### config.mk
export PLATFORM = sky130hd
export DESIGN_NAME = fuse_prog_ctrl
export DESIGN_NICKNAME = d
export VERILOG_FILES = /design/src/rtl/fuse_prog_pkg.sv /design/src/rtl/fuse_array.sv /design/src/rtl/fuse_seq.sv /design/src/rtl/fuse_prog_ctrl.sv
export SDC_FILE = /design/constraint.sdc
export NUM_CORES = 1
export LEC_CHECK = 0
export BUFFER_PORTS_ARGS = -buffer_cell sky130_fd_sc_hd__buf_4
export CAP_MARGIN = 20
export CORE_ASPECT_RATIO = 1.2
export CORE_MARGIN = 3
export CORE_UTILIZATION = 45
export CTS_CLUSTER_DIAMETER = 120
export DETAILED_ROUTE_END_ITERATION = 6
export GPL_TIMING_DRIVEN = 0
export SYNTH_ARGS = -nofsm -noshare
export SYNTH_HDL_FRONTEND = slang
export SYNTH_SLANG_ARGS = --single-unit
### constraint.sdc
create_clock -name clk -period 3.15 [get_ports clk]
set_input_delay 0.63 -clock clk [delete_from_list [all_inputs] [get_ports clk]]
set_output_delay 0.63 -clock clk [all_outputs]
set_load 0.02 [all_outputs]
### src/rtl/fuse_prog_pkg.sv
package fuse_prog_pkg;

   localparam logic [15:0] UNLOCK_KEY = 16'h3E77;

   localparam int FUSE_W  = 32;
   localparam int BIT_W   = 5;
   localparam int TADR_W  = 8;
   localparam int WIN_W   = 6;

   localparam int OFS_CTRL   = 'h000;
   localparam int OFS_SET    = 'h004;
   localparam int OFS_CLR    = 'h008;
   localparam int OFS_TIMING = 'h010;
   localparam int OFS_DATA   = 'h020;
   localparam int WIN_BASE   = 'h400;

   localparam int POS_BUSY   = 8;
   localparam int POS_ERR    = 9;
   localparam int POS_RELOAD = 10;

   typedef struct packed {
      logic [5:0]  quiet;
      logic [5:0]  rd;
      logic [3:0]  relax;
      logic [11:0] prog;
   } timing_t;

   localparam int TIM_W = $bits(timing_t);
   localparam int CNT_W = 13;

   typedef enum logic [1:0] {
      SQ_IDLE = 2'd0,
      SQ_READ = 2'd1,
      SQ_STEP = 2'd2
   } seq_state_t;

endpackage

### src/rtl/fuse_array.sv
module fuse_array import fuse_prog_pkg::*; #(
   parameter int               WORDS     = 16,
   parameter logic [WORDS-1:0] LOCK_MASK = '0
) (
   input  logic              clk,
   input  logic              rst_n,
   input  logic              burn_en,
   input  logic [TADR_W-1:0] burn_word,
   input  logic [BIT_W-1:0]  burn_bit,
   input  logic [TADR_W-1:0] lk_addr,
   output logic              lk_locked,
   input  logic [TADR_W-1:0] rd_addr,
   output logic [FUSE_W-1:0] rd_data,
   input  logic [WIN_W-1:0]  win_idx,
   output logic [FUSE_W-1:0] win_data
);

   localparam int IDX_W = (WORDS > 1) ? $clog2(WORDS) : 1;

   if (WORDS < 2 || WORDS > 64) begin : g_bad_words
      $error("fuse_array: WORDS must lie in 2..64");
   end

   logic [FUSE_W-1:0] word_q [WORDS];

   for (genvar w = 0; w < WORDS; w++) begin : g_word
      logic [FUSE_W-1:0] cell_q;

      always_ff @(posedge clk or negedge rst_n) begin
         if (!rst_n) begin
            cell_q <= '0;
         end else if (burn_en && int'(burn_word) == w) begin
            cell_q[burn_bit] <= 1'b1;
         end
      end

      assign word_q[w] = cell_q;

      // fuse bits only ever go from 0 to 1
      assert_fuse_monotonic_R4: assert property (@(posedge clk) disable iff (!rst_n)
         ($past(cell_q) & ~cell_q) == '0);
   end

   logic lk_in_rng, rd_in_rng, win_in_rng;
   assign lk_in_rng  = int'(lk_addr) < WORDS;
   assign rd_in_rng  = int'(rd_addr) < WORDS;
   assign win_in_rng = int'(win_idx) < WORDS;

   assign lk_locked = !lk_in_rng || LOCK_MASK[lk_addr[IDX_W-1:0]];
   assign rd_data   = rd_in_rng  ? word_q[rd_addr[IDX_W-1:0]] : '0;
   assign win_data  = win_in_rng ? word_q[win_idx[IDX_W-1:0]] : '0;

endmodule

### src/rtl/fuse_seq.sv
module fuse_seq import fuse_prog_pkg::*; (
   input  logic              clk,
   input  logic              rst_n,
   input  logic              start,
   input  logic [TADR_W-1:0] tgt_in,
   input  timing_t           tim,
   input  logic              data_we,
   input  logic [FUSE_W-1:0] wdata,
   input  logic [FUSE_W-1:0] fuse_rd,
   output logic [TADR_W-1:0] tgt_addr,
   output logic [FUSE_W-1:0] data_q,
   output logic              busy,
   output logic              burn_en,
   output logic [BIT_W-1:0]  burn_bit,
   output logic              quiet_pending
);

   seq_state_t        state_q;
   logic [CNT_W-1:0]  cnt_q;
   logic [CNT_W-1:0]  step_m1_q;
   logic [5:0]        quiet_len_q;
   logic [5:0]        quiet_q;
   logic [BIT_W-1:0]  bit_q;

   logic step_end, last_bit;
   assign step_end = (state_q == SQ_STEP) && (cnt_q == '0);
   assign last_bit = (bit_q == BIT_W'(FUSE_W - 1));

   always_ff @(posedge clk or negedge rst_n) begin
      if (!rst_n) begin
         state_q     <= SQ_IDLE;
         cnt_q       <= '0;
         step_m1_q   <= '0;
         quiet_len_q <= '0;
         quiet_q     <= '0;
         bit_q       <= '0;
         data_q      <= '0;
         tgt_addr    <= '0;
      end else begin
         if (quiet_q != '0) quiet_q <= quiet_q - 6'd1;
         unique case (state_q)
            SQ_IDLE: begin
               if (start) begin
                  data_q      <= wdata;
                  tgt_addr    <= tgt_in;
                  cnt_q       <= CNT_W'(tim.rd);
                  step_m1_q   <= CNT_W'(tim.prog) + CNT_W'(tim.relax);
                  quiet_len_q <= tim.quiet;
                  state_q     <= SQ_READ;
               end else if (data_we) begin
                  data_q <= wdata;
               end
            end
            SQ_READ: begin
               if (cnt_q == '0) begin
                  data_q  <= data_q & ~fuse_rd;
                  cnt_q   <= step_m1_q;
                  bit_q   <= '0;
                  state_q <= SQ_STEP;
               end else begin
                  cnt_q <= cnt_q - 1'b1;
               end
            end
            SQ_STEP: begin
               if (cnt_q == '0) begin
                  data_q <= {1'b0, data_q[FUSE_W-1:1]};
                  if (last_bit) begin
                     state_q <= SQ_IDLE;
                     quiet_q <= quiet_len_q;
                  end else begin
                     bit_q <= bit_q + 1'b1;
                     cnt_q <= step_m1_q;
                  end
               end else begin
                  cnt_q <= cnt_q - 1'b1;
               end
            end
            default: state_q <= SQ_IDLE;
         endcase
      end
   end

   assign busy          = (state_q != SQ_IDLE);
   assign burn_en       = step_end && data_q[0];
   assign burn_bit      = bit_q;
   assign quiet_pending = (quiet_q != '0);

   // between steps the data word must hold regardless of bus writes
   assert_data_hold_R5: assert property (@(posedge clk) disable iff (!rst_n)
      (state_q == SQ_STEP && cnt_q != '0) |=> $stable(data_q));

   // quiet interval follows every completion with a nonzero count
   assert_quiet_follows_R10: assert property (@(posedge clk) disable iff (!rst_n)
      ($fell(busy) && quiet_len_q != '0) |-> quiet_pending);

   // no start can come out of a quiet interval
   assert_no_start_quiet_R10: assert property (@(posedge clk) disable iff (!rst_n)
      $rose(busy) |-> !$past(quiet_pending));

endmodule

### src/rtl/fuse_prog_ctrl.sv
module fuse_prog_ctrl import fuse_prog_pkg::*; #(
   parameter int               ADDR_W     = 12,
   parameter int               WORDS      = 16,
   parameter logic [WORDS-1:0] LOCK_MASK  = WORDS'(8'h88),
   parameter logic [TIM_W-1:0] TIMING_RST = '0
) (
   input  logic              clk,
   input  logic              rst_n,
   input  logic              bus_we,
   input  logic [ADDR_W-1:0] bus_addr,
   input  logic [31:0]       bus_wdata,
   output logic [31:0]       bus_rdata,
   output logic              busy,
   output logic              error,
   output logic              quiet_pending
);

   if (WIN_BASE + 16 * WORDS > (1 << ADDR_W) || ADDR_W < 11) begin : g_bad_addr
      $error("fuse_prog_ctrl: ADDR_W too small for the fuse window");
   end

   // ---------------- decode ----------------
   logic hit_ctrl, hit_set, hit_clr, hit_tim, hit_data;
   assign hit_ctrl = bus_we && bus_addr == ADDR_W'(OFS_CTRL);
   assign hit_set  = bus_we && bus_addr == ADDR_W'(OFS_SET);
   assign hit_clr  = bus_we && bus_addr == ADDR_W'(OFS_CLR);
   assign hit_tim  = bus_we && bus_addr == ADDR_W'(OFS_TIMING);
   assign hit_data = bus_we && bus_addr == ADDR_W'(OFS_DATA);

   logic in_win;
   assign in_win = (bus_addr[ADDR_W-1:10] == (ADDR_W-10)'(1)) && (bus_addr[3:0] == 4'd0);

   // ---------------- registers ----------------
   logic [TADR_W-1:0] tadr_q;
   logic              reload_q;
   logic [15:0]       unlock_q;
   logic              error_q;
   timing_t           tim_q;

   logic              tgt_locked;
   logic              req_ok, start, lock_err;
   logic [FUSE_W-1:0] data_q, fuse_rd, win_data;
   logic [TADR_W-1:0] tgt_addr;
   logic              burn_en;
   logic [BIT_W-1:0]  burn_bit;

   assign req_ok   = hit_data && (unlock_q == UNLOCK_KEY) && !busy && !error_q && !quiet_pending;
   assign start    = req_ok && !tgt_locked;
   assign lock_err = req_ok && tgt_locked;

   always_ff @(posedge clk or negedge rst_n) begin
      if (!rst_n) begin
         tadr_q   <= '0;
         reload_q <= 1'b0;
         unlock_q <= '0;
         error_q  <= 1'b0;
         tim_q    <= timing_t'(TIMING_RST);
      end else begin
         if (hit_ctrl) begin
            tadr_q   <= bus_wdata[TADR_W-1:0];
            reload_q <= bus_wdata[POS_RELOAD];
            unlock_q <= bus_wdata[31:16];
         end
         if (hit_set) begin
            tadr_q   <= tadr_q | bus_wdata[TADR_W-1:0];
            reload_q <= reload_q | bus_wdata[POS_RELOAD];
            unlock_q <= unlock_q | bus_wdata[31:16];
         end
         if (hit_clr) begin
            tadr_q   <= tadr_q & ~bus_wdata[TADR_W-1:0];
            reload_q <= reload_q & ~bus_wdata[POS_RELOAD];
            unlock_q <= unlock_q & ~bus_wdata[31:16];
            if (bus_wdata[POS_ERR]) error_q <= 1'b0;
         end
         if (hit_tim) tim_q <= timing_t'(bus_wdata[TIM_W-1:0]);
         if (start || lock_err) unlock_q <= '0;
         if (lock_err) error_q <= 1'b1;
      end
   end

   // ---------------- submodules ----------------
   fuse_array #(
      .WORDS     (WORDS),
      .LOCK_MASK (LOCK_MASK)
   ) u_array (
      .clk       (clk),
      .rst_n     (rst_n),
      .burn_en   (burn_en),
      .burn_word (tgt_addr),
      .burn_bit  (burn_bit),
      .lk_addr   (tadr_q),
      .lk_locked (tgt_locked),
      .rd_addr   (tgt_addr),
      .rd_data   (fuse_rd),
      .win_idx   (bus_addr[9:4]),
      .win_data  (win_data)
   );

   fuse_seq u_seq (
      .clk           (clk),
      .rst_n         (rst_n),
      .start         (start),
      .tgt_in        (tadr_q),
      .tim           (tim_q),
      .data_we       (hit_data),
      .wdata         (bus_wdata),
      .fuse_rd       (fuse_rd),
      .tgt_addr      (tgt_addr),
      .data_q        (data_q),
      .busy          (busy),
      .burn_en       (burn_en),
      .burn_bit      (burn_bit),
      .quiet_pending (quiet_pending)
   );

   // ---------------- read mux ----------------
   logic [31:0] ctrl_view;
   assign ctrl_view = {unlock_q, 5'd0, reload_q, error_q, busy, tadr_q};

   always_comb begin
      bus_rdata = '0;
      if (bus_addr == ADDR_W'(OFS_CTRL) || bus_addr == ADDR_W'(OFS_SET) ||
          bus_addr == ADDR_W'(OFS_CLR))        bus_rdata = ctrl_view;
      else if (bus_addr == ADDR_W'(OFS_TIMING)) bus_rdata = 32'(tim_q);
      else if (bus_addr == ADDR_W'(OFS_DATA))   bus_rdata = data_q;
      else if (in_win)                          bus_rdata = win_data;
   end

   assign error = error_q;

   logic unused_wbits;
   assign unused_wbits = ^{bus_wdata[15:11], bus_wdata[8]};

   // a start always consumes the unlock key
   assert_unlock_consumed_R3: assert property (@(posedge clk) disable iff (!rst_n)
      $rose(busy) |-> unlock_q == '0);

   // error and busy exclude each other
   assert_busy_err_excl_R8: assert property (@(posedge clk) disable iff (!rst_n)
      !(busy && error_q));

   // a rejected locked target never starts the engine
   assert_lock_no_busy_R7: assert property (@(posedge clk) disable iff (!rst_n)
      $rose(error_q) |-> !busy);

endmodule

== Word level (Yosys, flattened, before mapping) ==
Memory sizes are Yosys's and may differ from the RTL's.
Cells that the tools add are included.
Operators by class
  $add $sub $neg: 4
  magnitude comparators: 8
  eq/ne operators: 31
  multiplexer cells: 51
  bitwise operators: 29
  reduce and logical (&&, ||, !) cells: 59
Operators by type and width (count)
  $or 32x32->32: 16
  $mux 32: 14
  $bmux 32 s4: 2
  $pmux 32 s3: 1
  $eq 8x5->1 const B: 8
  $mux 16: 4
  $mux 13: 4
  $pmux 13 s3: 1
  $and 32x32->32: 1
  $eq 8x4->1 const B: 4
  $not 32->32: 1
  $logic_and 1x1->1: 31
  $mux 6: 4
  $mux 8: 3
  $and 16x16->16: 1
  $eq 16x14->1 const B: 1
  $eq 8x3->1 const B: 2
  $lt 8x5->1 const B: 2
  $not 16->16: 1
  $or 16x16->16: 1
  $mux 5: 3
  $add 12x4->13: 1
  $logic_not 13->1: 1
  $sub 13x1->13 const B: 1
  other kinds (43): 74
Word-level totals
  register bits after elaboration: 651
  ROM bits: 16
  input bits: 47
  logic and storage cells: 215
  memories: 1
Memories
  (name not given): words 16, width 1, rd ports 1, clocked after Yosys merged registers in 0, wr ports 0, line fuse_array.sv:49  | assign lk_locked = !lk_in_rng || LOCK_MASK[lk_addr[IDX_W-1:0]];

== Logic depth before layout (Yosys ltp) ==
Gate-level depths: netlist of run 1.
  depth in word-level cells: 9
  gate-level depth with buffers: 12

== Modules after synthesis ==
A second synthesis of run 1 with hierarchy kept.
Unflattened totals
  cell total of the unflattened synthesis: 3008
  area, all modules: 34307.9 um^2
By module, submodules not included
  fuse_array: times used 1, cells each 2068, area each 25832.3 um^2, sequential area each 12812.3 um^2
  fuse_seq: times used 1, cells each 530, area each 4823.4 um^2, sequential area each 2127.0 um^2
  fuse_prog_ctrl: times used 1, cells each 410, area each 3652.3 um^2, sequential area each 1351.3 um^2

== Worst setup path before layout of run 1 ==
Ideal clock, no wire load.
  kind: input to output
  from: input port bus_addr[4]
  to: output port bus_rdata[0]
  arrival: 2.723 ns
  path slack: -0.203 ns
  stages: 7
  cells stage by stage: clkbuf_1 > buf_2 > buf_1 > mux4_2 > mux2_2 > a21oi_1 > o21ai_0
On the way
  longest elaborated chain between the ends: 9
  elaborated cells on any way between the ends: 17
RTL lines
  start: declaration: line fuse_prog_ctrl.sv:10  | input logic [ADDR_W-1:0] bus_addr,
  $not 4->5 (not written as such): line fuse_array.sv:51  | assign win_data = win_in_rng ? word_q[win_idx[IDX_W-1:0]] : '0;
  $bmux 32 s4: line fuse_array.sv:51
  $mux 32 (not written as such) (2 in a row): line fuse_array.sv:51
  $mux 32: line fuse_array.sv:51
  $mux 32: line fuse_prog_ctrl.sv:126  | else if (in_win) bus_rdata = win_data;
  $mux 32: line fuse_prog_ctrl.sv:125  | else if (bus_addr == ADDR_W'(OFS_DATA)) bus_rdata = data_q;
  $mux 32: line fuse_prog_ctrl.sv:124  | else if (bus_addr == ADDR_W'(OFS_TIMING)) bus_rdata = 32'(tim_q);
  $mux 32 (*): line fuse_prog_ctrl.sv:122  | if (bus_addr == ADDR_W'(OFS_CTRL) || bus_addr == ADDR_W'(OFS_SET) ||
  end: declaration: line fuse_prog_ctrl.sv:12  | output logic [31:0] bus_rdata,
Mark *: on every way between the ends. The rest lies on a longest branch, timed or not. The select of a mux whose other input is x is not followed.

== Worst setup path after layout of run 1 ==
  from: input port bus_addr[7]
  to: output port bus_rdata[0]
The elaborated chain is that of the path after synthesis.

==> flow_summary.toml, run 1 <==
[timing]
relative_max_transition_margin_pct = 24.8
final_number_of_hold_violating_endpoints = 0
worst_clock_skew_ns = 0.0208
setup_slack_ns = -0.211
fmax_ghz = 0.298
worst_max_slew_pin_slew_ns = 1.13
timing.hold.ws_ns = 0.257
rsz0062_at_grt = "yes"
timing.final.setup_violations = 26
finalCritPeriodShare_pct = 107
maxSlewViolCount = 0
timing.final.crit_period_ns = 3.36

[run]
count_of_maximum_capacitance_violations = 0

[die]
fp.coreArea_mm2 = 0.0726
die_w_um = 253
die-area_mm2 = 0.0767
i_o_pin_cnt = 82
fp.dieH_um = 303
placementRows = 108
initial_core_util_pct = 45.5

[detailed_routing]
route.vias.total = 26790
routed_wl_per_cell_um = 35.1
wl_um = 135000
route.antenna.remaining_nets = 0
drt_iter0_markers = 3662
avg_vias_per_cell = 6.99
drcViolationCount = 1
drt_pre_antenna_iters = 7

[cts]
tritoncts = "yes"
worst_skew_pair_latency_ns = 0.63
clock-sinks = 651
h-tree-depth = 3
cts.reportedPaths.clkPinSlew_ns = 0.06
clock_path_buffers = 3
cts_buffers = 73
clockRootBuffer = "sky130_fd_sc_hd__clkbuf_16"

[worst_setup_path]
cpPeakStageDelay_ns = 0.56
cp_data_arrival_time_ns = 2.73
end_kind = "primary output"
critical_path.startpoint_type = "primary input"
critical_path.startpoint = "bus_addr[7]"
cpLargestDelayFamily = "simple AND/OR/NAND/NOR gates"
cp_max_fo = 9
critical_path_class = "primary input to primary output"
critical_path_buf_inv_count = 3
critical_path.most_common_cell = "sky130_fd_sc_hd__buf_6"
ff_to_ff_setup_slack_ns = 0.05
worst_r2r_startpoint = "u_seq.tgt_addr[0]"
cp.required_ns = 2.52
timing.critical_path.slowest_stage_cell = "sky130_fd_sc_hd__or4_4"
crit_chain = "buf_6 -> or4_4 -> nor4_4 -> a21boi_4 -> buf_6 -> a222oi_1 -> o21ai_1 -> buf_4"

[yosys]
syn_avg_cell_area_um2 = 12.5
synth-main-ff-cell = "sky130_fd_sc_hd__dfrtp_1"
async_set_or_reset_flop_fraction_in_the_synthesized_netlist_pct = 100
synth_warn = 0
netlist_instances = 2641
synth_nets = 2705
sequential_fraction_of_the_synthesis_area_pct = 49.3
synth_enable_flop_cells = 0
netlist_area_mm2 = 0.0330
synth.lib_cells_used.distinct = 65
synth-seq-cells = 651

[placed_design]
dpl-instance-area_mm2 = 0.0352
dp_hpwl_um = 95300
number_of_buffer_cells_added_on_primary_ports = 77
gp_routability_congestion = 0.991

[layout]
nFillCells = 6140
most-common-layout-cells = "sky130_fd_sc_hd__dfrtp_1 (651), sky130_fd_sc_hd__a21o_1 (388), sky130_fd_sc_hd__mux4_2 (230)"
final_nets = 2908
final_common_cell = "sky130_fd_sc_hd__dfrtp_1"
area_delta_synth_final_pct = 17.6
final_layout_size_suffix_gt1_share_pct = 25.5
final_cell_area_mm2 = 0.0388

[status]
outcome = "finished with violations"
violated_checks = "DRC, setup timing"

[worst_hold_path]
timing.hold.worst.class = "primary input to register"
timing.hold.worst.start = "bus_wdata[25]"

[power]
p_leak_nw = 19.8
worst_voltage_drop_across_the_vdd_grid_v = 0.000488
fin_total_pwr_mw = 17.9
cellPowerDensity_mw_per_mm2 = 460

[grt]
grtUsageTotal_pct = 35.4
vias_in_the_first_global_route = 27491
first_pass_grt_wire_length_um = 193000
grt_max_degree = 120
grt_antenna_before_repair = 2
grt.overflow.total = 0
## cells in the mapped netlist (5+ instances only)
master                       n  share of area [%]
sky130_fd_sc_hd__nor2b_1    11               0.21
sky130_fd_sc_hd__nor4_1      7               0.13
sky130_fd_sc_hd__a22oi_1    33               0.75
sky130_fd_sc_hd__nand3_1    34               0.52
sky130_fd_sc_hd__a21o_1    388                8.8
sky130_fd_sc_hd__a21oi_1    45               0.68
sky130_fd_sc_hd__o21bai_1  128                2.9
sky130_fd_sc_hd__o22ai_1    32               0.61
sky130_fd_sc_hd__buf_1      28               0.32
sky130_fd_sc_hd__o21ai_0   108                1.6
sky130_fd_sc_hd__nand2b_1   14               0.27
sky130_fd_sc_hd__xor2_1      7               0.19
sky130_fd_sc_hd__a22o_1     32               0.85
sky130_fd_sc_hd__nor3_1     15               0.23
sky130_fd_sc_hd__nor2_1    150                1.7
sky130_fd_sc_hd__xnor2_1     5               0.13
sky130_fd_sc_hd__ha_1       16               0.61
sky130_fd_sc_hd__mux2i_1    99                3.0
sky130_fd_sc_hd__or3_1       6               0.11
sky130_fd_sc_hd__o211a_1     5               0.15
sky130_fd_sc_hd__a222oi_1   23               0.70
sky130_fd_sc_hd__o31ai_1    37               0.84
sky130_fd_sc_hd__a221oi_1   31               0.82
sky130_fd_sc_hd__a211oi_1   34               0.77
sky130_fd_sc_hd__and2_1      9               0.17
sky130_fd_sc_hd__buf_2      18               0.27
sky130_fd_sc_hd__o221ai_1    5               0.13
sky130_fd_sc_hd__mux4_2    230                 16
sky130_fd_sc_hd__nand2_1    96                1.1
sky130_fd_sc_hd__dfrtp_1   651                 49
sky130_fd_sc_hd__inv_1      21               0.24
sky130_fd_sc_hd__mux2_2     69                2.4
sky130_fd_sc_hd__clkbuf_1  193                2.2
## cell type report
cell class	instances	area (um2)	area share (%)
Tap cell	935	1170	3.01
Clock inverter	24	248	0.638
Timing Repair Buffer	134	1410	3.64
Inverter	22	82.6	0.213
Sequential cell	651	16300	42.0
Buffer	233	1410	3.64
Multi-Input combinational cell	1729	16000	41.3
Antenna cell	1	2.50	0.00645
Clock buffer	104	2160	5.56
## path summary, 6_finish.rpt
path,cells past startpoint,end
max in group asynchronous,6,u_array.g_word[1].cell_q[13]
min in group asynchronous,2,u_array.g_word[14].cell_q[26]
worst max register to register,8,u_seq.data_q[30]
worst min-delay path,2,unlock_q[9]
worst min register to register,1,u_array.g_word[6].cell_q[16]
worst max-delay path,8,bus_rdata[0]
## report_power, final
group | internal (mW) | switching [mW] | total [mW]
clock network | 5.10 | 3.65 | 8.75
registers | 8.37 | 0.00877 | 8.38
logic | 0.244 | 0.498 | 0.742
total | 13.7 | 4.16 | 17.9
## per-stage QoR
step	setup TNS, ns	worst slack [ns]	util [%]	cells
after floorplan	0	0.0228	-	2641
after global placement	-4055.65	-5.72	47.9	3653
after detailed placement	-373.55	-1.44	48.5	3677
after CTS	-2.09	-0.137	53.3	3829
after global routing	-3.55	-0.187	53.5	3832
final	-2.60	-0.211	53.5	3833
## sequential cells by signal (all words and copies together) (netlist names), 8 cells and up
name                   flops
tadr_q                     8
tim_q                     28
u_array.g_word.cell_q    512
u_seq.cnt_q               13
u_seq.data_q              32
u_seq.step_m1_q           13
u_seq.tgt_addr             8
unlock_q                  16
## per-layer routing
metal / track usage, % / vias up / wire [um]
met5: 0 / - / 11
met3: 10.0 / 569 / 15000
met1: 43.6 / 13871 / 48400
li1: - / 10504 / -
met2: 53.3 / 1844 / 59100
met4: 26.7 / 2 / 12100
## repair_timing
item                                    4_1_cts  5_1_grt
pin swaps                                    31        8
cloned                                        4        1
hold endpoints to repair                     64        0
gates resized for setup                     263      103
setup buffers                                21        7
hold buffers                                  1        0
endpoints found under the setup margin      606      588
## worst register-to-register path, delay by kind of cell, from the launching register on
family          cells  cell delay (ns)
mux                 2             0.99
compound gates      3             0.88
buf+inv             2             0.78
flops               1             0.32
simple gates        1             0.08
## cell families (layout without fill, tap and decap cells)
group,after synthesis,after routing,share of synthesized area [%]
AO/OA/AOI/OAI,921,921,20.2
XOR/XNOR,12,12,0.318
adder cells (fa/ha/maj),17,17,0.667
buffers and inverters,261,517,3.04
flip-flops,651,651,49.3
multiplexers,398,398,21.0
other,0,1,0
AND/OR/NAND/NOR,381,381,5.41
(Power assumes the default switching activity.)
==> run 2: changes to the inputs <==
SYNTH_HIERARCHICAL = 1   (was default)
==> run 2 against run 1 <==
- the flow finishes with violations (setup timing)
- cell area is 12% higher
- non-clock buffer count grew 124
- worst setup slack worse by 0.20 ns
- sequential cell count did not move
- clock-buffer cell count fell by 4
- utilization up 4.3 points
- clock skew increased by 0.010 ns
==> flow_summary.toml, run 2 <==
[yosys]
netlist_area_mm2 = 0.0343
synth_enable_flop_cells = 0
yosys-top-cells-area = "sky130_fd_sc_hd__dfrtp_1 (47%), sky130_fd_sc_hd__mux4_2 (8.5%), sky130_fd_sc_hd__o21bai_1 (7.0%)"
yosysTopAreaCell = "sky130_fd_sc_hd__dfrtp_1"
async_set_or_reset_flop_fraction_in_the_synthesized_netlist_pct = 100
sequential_fraction_of_the_synthesis_area_pct = 47.5
cell_with_the_most_instances_after_synthesis = "sky130_fd_sc_hd__dfrtp_1"
synth-main-ff-cell = "sky130_fd_sc_hd__dfrtp_1"
synth_warn = 6
netlist_instances = 3008
synth_nets = 3071
synth_top_area_share_pct = 47.5
synth.lib_cells_used.distinct = 72
syn_avg_cell_area_um2 = 11.4
synth-seq-cells = 651
synth_commonest_cells = "sky130_fd_sc_hd__dfrtp_1 (651), sky130_fd_sc_hd__o21bai_1 (320), sky130_fd_sc_hd__mux2i_1 (232)"

[detailed_routing]
drt_iter0_markers = 3783
route.antenna.remaining_nets = 0
routed_wl_per_cell_um = 33.6
drt_pre_antenna_iters = 7
drcViolationCount = 0
wl_um = 147000
avg_vias_per_cell = 6.76
route.vias.total = 29668

[layout]
final_layout_size_suffix_gt1_share_pct = 31.9
nFillCells = 6269
largest_register_ffs = 512
total_area_of_multi_input_combinational_cells_mm2 = 0.0184
most-common-layout-cells = "sky130_fd_sc_hd__dfrtp_1 (646), sky130_fd_sc_hd__o21bai_1 (318), sky130_fd_sc_hd__mux2i_1 (225)"
regArea_mm2 = 0.0163
largest_reg_by_ff_count = "u_array/g_word.cell_q"
final_util_pct = 57.8
final_cell_area_mm2 = 0.0435
area_delta_synth_final_pct = 26.8
final_common_cell = "sky130_fd_sc_hd__dfrtp_1"
reg_top3 = "u_array/g_word.cell_q x512, u_seq/data_q x32, tim_q x28"
final_nets = 3390

[worst_setup_path]
critical_path.startpoint_type = "primary input"
crit_chain = "buf_12 -> buf_12 -> clkbuf_16 -> buf_8 -> mux2i_1 -> a22oi_1 -> nand3_2 -> nand2_2 -> a222oi_1 -> inv_1 -> buf_6"
cp.required_ns = 2.52
critical_path.most_common_cell = "sky130_fd_sc_hd__buf_12"
critical_path_class = "primary input to primary output"
cp_max_fo = 10
cpPeakStageDelay_ns = 0.76
end_kind = "primary output"
timing.critical_path.slowest_stage_cell = "sky130_fd_sc_hd__a222oi_1"
cp_data_arrival_time_ns = 2.93

[placed_design]
dp_worst_setup_slack_ns = -1.99
gp_routability_congestion = 1.01
number_of_buffer_cells_added_on_primary_ports = 81
dp_hpwl_um = 102000
dpl-instance-area_mm2 = 0.0364

[timing]
relative_max_transition_margin_pct = 20.3
worst_clock_skew_ns = 0.0308
rsz0062_at_grt = "yes"
fmax_ghz = 0.281
worst_max_slew_pin_slew_ns = 1.19
timing.final.crit_period_ns = 3.56
timing.final.setup_violations = 91
setup_slack_ns = -0.406
maxSlewViolCount = 0
finalCritPeriodShare_pct = 113
final_number_of_hold_violating_endpoints = 0

[run]
count_of_maximum_capacitance_violations = 0

[cts]
cts.reportedPaths.clkPinSlew_ns = 0.06
worst_skew_pair_latency_ns = 0.65
cts_buffers = 70
clockRootBuffer = "sky130_fd_sc_hd__clkbuf_16"
h-tree-depth = 3
tritoncts = "yes"
clock-sinks = 651
clock_path_buffers = 3

[grt]
vias_in_the_first_global_route = 30101
grt.overflow.total = 0
first_pass_grt_wire_length_um = 210000
grt_antenna_before_repair = 3
grtUsageTotal_pct = 36.3
grt_max_degree = 123

[die]
fp.dieH_um = 308
placementRows = 110
die_w_um = 258
die-area_mm2 = 0.0796
i_o_pin_cnt = 82
initial_core_util_pct = 45.6
fp.coreArea_mm2 = 0.0753

[status]
outcome = "finished with violations"
violated_checks = "setup timing"

[power]
worst_voltage_drop_across_the_vdd_grid_v = 0.000333
p_leak_nw = 20.7
cellPowerDensity_mw_per_mm2 = 413

[worst_hold_path]
timing.hold.worst.class = "primary input to register"
[run 2: changes by cell type in the layout (fill, tap and decap cells not counted), sizes merged, moves of 48 or more]
cell	delta
mux4	-101
nand3	+48
mux2i	+133
o21bai	+192
a22oi	+116
a21o	-188
buf	+160
nand2	+71
[run 2: area by class of cell]
type | count | share of cell area [%]
diodes | 3 | 0.0173
repair buffers | 256 | 6.48
clock inverters | 20 | 0.500
clock buffers | 100 | 4.75
inverters | 38 | 0.362
plain buffers | 235 | 5.15
multi-input cells | 2075 | 42.4
well taps | 1008 | 2.90
flip-flops and latches | 651 | 37.5
[run 2: through the flow]
step | std cells | total power [mW] | setup TNS [ns] | hold slack [ns]
after detailed placement | 4107 | 9.36 | -569.69 | 0.466
final | 4386 | 18.0 | -18.84 | 0.251
after global placement | 4097 | 9.32 | -4200.19 | 0.454
after global routing | 4383 | 18.4 | -25.49 | 0.249
after CTS | 4321 | 18.0 | -11.05 | 0.219
after floorplan | 3008 | 8.86 | -0.112 | 0.334
[run 2: worst max-delay path: cells and delay by family]
kind / cells / cell delay, ns
simple gates: 2 / 0.21
mux: 1 / 0.22
buf+inv: 6 / 0.95
compound gates: 2 / 0.88
[run 2: path summary, 6_finish.rpt]
| path | from | end | slack [ns] | depth (start not counted) |
|---|---|---|---|---|
| min in group asynchronous | rst_n | u_seq/cnt_q[1] | 0.45 | 2 |
| setup reg to reg | u_seq/tgt_addr[5] | u_seq/data_q[29] | -0.36 | 9 |
| hold / removal | bus_wdata[30] | unlock_q[14] | 0.25 | 2 |
| hold reg to reg | u_array/g_word[14].cell_q[2] | u_array/g_word[14].cell_q[2] | 0.48 | 1 |
| setup / recovery | bus_addr[4] | bus_rdata[15] | -0.41 | 11 |
| max in group asynchronous | rst_n | u_array/g_word[2].cell_q[27] | 0.72 | 5 |
[run 2: layer usage]
metal / up-vias / track usage [%] / routed length [um]
met2: 1931 / 57.4 / 66900
met1: 15187 / 44.7 / 53400
li1: 11967 / - / -
met4: 2 / 22.7 / 12000
met5: - / 0 / 11
met3: 581 / 9.08 / 15100
[run 2: power by group]
part           switching [mW]  internal (mW)  leakage, nW
sequential            0.00930           8.37         9.06
combinational           0.724          0.443         10.5
clock                    3.55           4.89         1.13
total                    4.29           13.7         20.7
[run 2: kinds of logic after synthesis]
| kind of cell | synth area share [%] |
|---|---|
| XOR/XNOR | 0.332 |
| adder cells (fa/ha/maj) | 0.605 |
| flip-flops | 47.5 |
| AO/OA/AOI/OAI | 21.9 |
| AND/OR/NAND/NOR | 8.15 |
| buffers and inverters | 3.57 |
| multiplexers | 18.0 |
[run 2: what timing repair did]
action                                 in CTS  in global routing
gates resized for setup                   703                240
endpoints found under the hold margin      26                  0
hold buffers                                1                  0
buffers inserted                           84                 65
gates cloned                               16                  9
pin swaps                                 175                149
setup endpoints to repair                 618                598
